<file path="src/rtl/scan_seq_rec_pkg.sv">
package scan_seq_rec_pkg;
  localparam int STATE_W = 2;
  typedef logic [STATE_W-1:0] code_t;
  localparam code_t ST_IDLE = 2'b00;
  localparam code_t ST_ONE  = 2'b01;
  localparam code_t ST_TWO  = 2'b10;
  localparam code_t ST_BAD  = 2'b11;

  function automatic code_t f_next(input code_t cur, input logic bit_in);
    code_t nx;
    case (cur)
      ST_IDLE: nx = bit_in ? ST_ONE : ST_IDLE;
      ST_ONE:  nx = bit_in ? ST_TWO : ST_IDLE;
      ST_TWO:  nx = bit_in ? ST_TWO : ST_IDLE;
      default: nx = ST_IDLE;
    endcase
    return nx;
  endfunction

  function automatic logic f_hit(input code_t cur, input logic bit_in);
    return (cur == ST_TWO) && !bit_in;
  endfunction
endpackage

</file>
<file path="src/rtl/scan_seq_rec_next.sv">
module scan_seq_rec_next
  import scan_seq_rec_pkg::*;
(
  input  code_t cur,
  input  logic  bit_in,
  output code_t nxt,
  output logic  hit
);
  always_comb begin
    nxt = f_next(cur, bit_in);
    hit = f_hit(cur, bit_in);
  end
endmodule

</file>
<file path="src/rtl/scan_seq_rec_cell.sv">
module scan_seq_rec_cell #(
  parameter logic RST_VAL = 1'b0
) (
  input  logic clk,
  input  logic rst,
  input  logic sel_scan,
  input  logic d_func,
  input  logic d_scan,
  output logic q
);
  always_ff @(posedge clk) begin
    if (rst)           q <= RST_VAL;
    else if (sel_scan) q <= d_scan;
    else               q <= d_func;
  end
endmodule

</file>
<file path="src/rtl/scan_seq_rec.sv">
module scan_seq_rec
  import scan_seq_rec_pkg::*;
(
  input  logic clk,
  input  logic rst,
  input  logic din,
  input  logic test_en,
  input  logic scan_in,
  output logic detect,
  output logic scan_out
);
  localparam int CHAIN_LEN = STATE_W;

  code_t state_q;
  code_t state_nx;
  logic  func_hit;
  logic [CHAIN_LEN-1:0] chain_d;

  scan_seq_rec_next u_next (
    .cur    (state_q),
    .bit_in (din),
    .nxt    (state_nx),
    .hit    (func_hit)
  );

  genvar gi;
  generate
    for (gi = 0; gi < CHAIN_LEN; gi++) begin : g_chain
      if (gi == 0) begin : g_head
        assign chain_d[gi] = scan_in;
      end else begin : g_link
        assign chain_d[gi] = state_q[gi-1];
      end
      scan_seq_rec_cell #(.RST_VAL(ST_IDLE[gi])) u_cell (
        .clk      (clk),
        .rst      (rst),
        .sel_scan (test_en),
        .d_func   (state_nx[gi]),
        .d_scan   (chain_d[gi]),
        .q        (state_q[gi])
      );
    end
  endgenerate

  assign detect   = func_hit && !test_en;
  assign scan_out = state_q[CHAIN_LEN-1];
endmodule

</file>
<file path="config.mk">
export PLATFORM = sky130hd
export DESIGN_NAME = scan_seq_rec
export DESIGN_NICKNAME = d
export VERILOG_FILES = /design/src/rtl/scan_seq_rec_pkg.sv /design/src/rtl/scan_seq_rec_next.sv /design/src/rtl/scan_seq_rec_cell.sv /design/src/rtl/scan_seq_rec.sv
export SDC_FILE = /design/constraint.sdc
export NUM_CORES = 1
export LEC_CHECK = 0
export ABC_AREA = 1
export CORE_AREA = 2 2 39 41
export DETAILED_ROUTE_END_ITERATION = 7
export DIE_AREA = 0 0 41 43
export DONT_BUFFER_PORTS = 1
export PLACE_DENSITY = 0.3
export SETUP_SLACK_MARGIN = 0.4
export SLEW_MARGIN = 30
export SYNTH_ARGS = -nofsm -noshare
export SYNTH_HDL_FRONTEND = slang
export SYNTH_SLANG_ARGS = --single-unit
</file>
<file path="constraint.sdc">
create_clock -name clk -period 2.66 [get_ports clk]
set_input_delay 0.399 -clock clk [delete_from_list [all_inputs] [get_ports clk]]
set_output_delay 0.399 -clock clk [all_outputs]
set_load 0.02 [all_outputs]
</file>
Yosys cells after proc, flatten, opt, wreduce, memory -nomap -nowiden:

Index checks and enable logic that the tools add are counted.
W data, S select, Z words.

* memories: 0
* ROM bits: 0
* latch bits: 0
* memory bits (writable): 0
* output and inout bits: 2
* bits of input ports: 5
* flip-flop bits (word level): 2

* add/sub/neg operators: 0
* reductions and logical operators: 6
* multiply operators: 0
* $lt $le $gt $ge: 0
* shift-type cells: 0
* muxes and demuxes: 5
* equality and inequality tests: 2
* div/mod/pow operators: 0
* bitwise logic cells: 0

Operator list (number)
* $pmux W2 S2: 1
* $mux W1: 3
* $eq A2 B1 Y1 const B: 1
* $eq A2 B2 Y1 const B: 1
* $logic_and A1 B1 Y1: 2
* $logic_not A1 Y1: 2
* $logic_not A2 Y1: 1
* $mux W2: 1
* $reduce_or A2 Y1: 1

Logic depth before layout (Yosys ltp):

* depth after elaboration: 4
* depth in mapped cells: 4

By module:

From an unflattened synthesis, not the netlist that was laid out.

* cell total of the unflattened synthesis: 27
* area total of the unflattened synthesis: 167.7 um2

Modules (own cells, without submodules)
* scan_seq_rec_cell: times used 2, sequential area each 20.0 um2, cells each 7, area an instance 45.0 um2
* scan_seq_rec_next: times used 1, sequential area each 0.0 um2, cells each 11, area an instance 67.6 um2
* scan_seq_rec: times used 1, sequential area each 0.0 um2, cells each 2, area an instance 10.0 um2

Least setup slack after synthesis:

No wires, ideal clock.

* kind: reg-to-output
* from: register g_chain[1].u_cell.q
* to: output port detect
* path buffers: 0
* cell stages (with the launch flop): 4
* slack: 1.287 ns
* arrival time: 0.974 ns
* path through: dfxtp_1 ha_1 nand2_1 nor2_1

* word-level cells in the longest chain between the ends: 3

Ends and longest elaborated chain
* start: declaration: line scan_seq_rec_cell.sv:9 `output logic q`
* start signal: assignment: line scan_seq_rec_cell.sv:13 `else if (sel_scan) q <= d_scan;`
* start signal: assignment: line scan_seq_rec_cell.sv:14 `else q <= d_func;`
* $eq A2 B2 Y1: line scan_seq_rec_pkg.sv:21 `return (cur == ST_TWO) && !bit_in;`
* $logic_and A1 B1 Y1: line scan_seq_rec_pkg.sv:21
* $logic_and A1 B1 Y1: line scan_seq_rec.sv:45 `assign detect = func_hit && !test_en;`
* end: declaration: line scan_seq_rec.sv:9 `output logic detect,`

Every way passes these cells.

Worst setup path after layout:

Same ends and word-level chain as after synthesis.

==> results.ini <==
[synthesis]
synth_enable_flop_cells=0
yosys_most_used_dff=dfxtp_1
synth-seq-cells=2
netlist.top_cell.by_area=dfxtp_1
syn_inst=19
synth-seq-area-share_pct=28.1
synth_top_area_share_pct=28.1
mappedNetlistNets=27
yosysUniqueCellTypes=10
synth_area_leaders=dfxtp_1 (28%), ha_1 (26%), inv_1 (11%)
synth_async_sr_flop_share_pct=0
syn_area_sq_um=143
synthMostInstantiatedCell=inv_1
syn_area_per_cell_sq_um=7.51
yosysWarnings=0
yosys-top-cells-count=inv_1 (4), ha_1 (3), nand2_1 (3)

[placed_design]
gp_congestion=0.612
io_buffers=0
post-place-ws_ns=1.22
placed_area_sq_um=163

[routing]
drc=0
vias=123
wl_per_cell_um=7.79
ant_nets=0
dr.pass1.iters=1
viasPerCell=3.24
dr.first_iter.drc_count=0
wirelength_um=296

[final_layout]
drive_above_1_share_pct=27.3
nets=32
regMostFlops=g_chain.u_cell.q
largest_reg_flops=2
final_cell_area_sq_um=185
reg.largest.list=g_chain.u_cell.q (2)
n_antenna_cell=0
synthToLayoutAreaGrowth_pct=29.8

[clock_tree]
worstSkewPairLatency_ns=0.23
htree_levels=1
cts_inserted_buffers=3
cts_hold_buffers=0
clockBufferDepth=2
cts.reportedPaths.clkPinSlew_ns=0.03
cts_root_buffer=clkbuf_4
cts_setup_buffers=0
post_cts_resized=0
cts_tree=yes
numClockSinks=2

[sta]
fmax_mhz=600
rsz0062_at_grt=no
drv_slew=0
min_period_over_period_pct=62.6
skew_ns=0.00398
fin_hold_ws_ns=0.309
worst_pin_slew_ns=0.379
period_minus_slack_ns=1.67
tns_ns=0
finalHoldViolations=0
maxSlewHeadroom_pct=74.6
layout_setup_ws_ns=0.994
setup_viol=0

[critical_path]
r2r_slack_ns=1.54
crit_required_ns=2.26
cp_num_buf_inv=0
slowest_stage=dfxtp_1
cp-start-kind=flip-flop
critical_path.cell_chain=ha_1, nand2_1, nor2_1
crit_fanout=4
end_kind=output port
reg2reg_from=g_chain[1].u_cell.q
cp_num_cells=3
reg2reg_to=g_chain[1].u_cell.q
cpPeakStageDelay_ns=0.49
critPathTopFamily=flip-flops
worstPathArrival_ns=1.27
crit_type=reg -> out
ff2ff_path_depth=4

[floorplanning]
die_w_um=41
die_area_sq_um=1760
num_rows=14
die_h_um=43
core_sq_um=1380
ios=7
start_util_pct=10.3

[power_and_ir_drop]
switching_power_uw=30.4
power.leakage_nw=0.0870
internal-power_uw=87.3
ir_worst_vdd_mv=0.0857
powerDensity_nw_per_um2=636
pwr-share-clk_pct=59.9
swShare_pct=25.8
sequentialPowerShare_pct=30.1
pwr-share-comb_pct=10.0

[grt]
grt_overflow=0
grt_pass1_vias=143
antenna_found_initial=0
track_usage_pct=5.62
grt_first_pass_wirelength_um=510
grt_max_degree=5

[min_path]
min_path_type=in -> reg
min_to=g_chain[0].u_cell.q
min-delay-start=test_en
min_path_cells=2

[job]
max_cap_viol_count=0

[status]
status=completed

## kinds of logic after synthesis
logic type	count (synthesis)	share of synthesized area (%)
compound gates	3	15.8
fa+ha+maj	3	26.3
buf+inv	5	13.2
flops	2	28.1
simple gates	6	16.7
## how the worst max path moves through the flow
| stage | from | end | slack, ns |
|---|---|---|---|
| after floorplan | g_chain[1].u_cell.q | detect | 1.29 |
| after global placement | g_chain[1].u_cell.q | detect | 1.21 |
| after detailed placement | g_chain[1].u_cell.q | detect | 1.22 |
| after CTS | g_chain[1].u_cell.q | detect | 0.97 |
| after global routing | g_chain[1].u_cell.q | detect | 0.92 |
| final | g_chain[1].u_cell.q | detect | 0.99 |
## layer usage
| layer | global-route usage (%) | routed length (um) | vias up |
|---|---|---|---|
| li1 | - | - | 63 |
| met1 | 4.18 | 91 | 50 |
| met2 | 5.00 | 132 | 7 |
| met5 | 0 | 0 | - |
| met4 | 12.0 | 25 | 0 |
| met3 | 4.71 | 48 | 3 |
## cells in the final DEF, fill, tap and decap left out, drive strengths merged
cell / netlist / final
a21oi: 2 / 2
ha: 3 / 3
o21ai: 1 / 1
nand3: 1 / 1
dfxtp: 2 / 2
inv: 5 / 5
clkbuf: 0 / 3
nand2: 3 / 3
nor2: 2 / 2
## power groups by stage
stage	logic (mW)	registers (mW)	clock network (mW)
2_1_floorplan	0.0101	0.0355	0
3_3_place_gp	0.0121	0.0361	0
3_5_place_dp	0.0117	0.0360	0
4_1_cts	0.0121	0.0356	0.0735
5_1_grt	0.0136	0.0360	0.0769
6_report	0.0118	0.0355	0.0705
## metrics by stage
stage	total power [mW]	utilization, %	cells
floorplan	0.0456	-	19
global placement	0.0482	11.8	35
detailed placement	0.0478	11.8	35
CTS	0.121	13.4	38
global route	0.127	13.4	38
finish	0.118	13.4	38
## area by class of cell
type                            count  area, sq um
Fill cell                         164         1200
Sequential cell                     2         40.0
Inverter                            5         18.8
Clock buffer                        3         22.5
Tap cell                           16         20.0
Multi-Input combinational cell     12         83.8
Power figures use the tool's default switching activity.
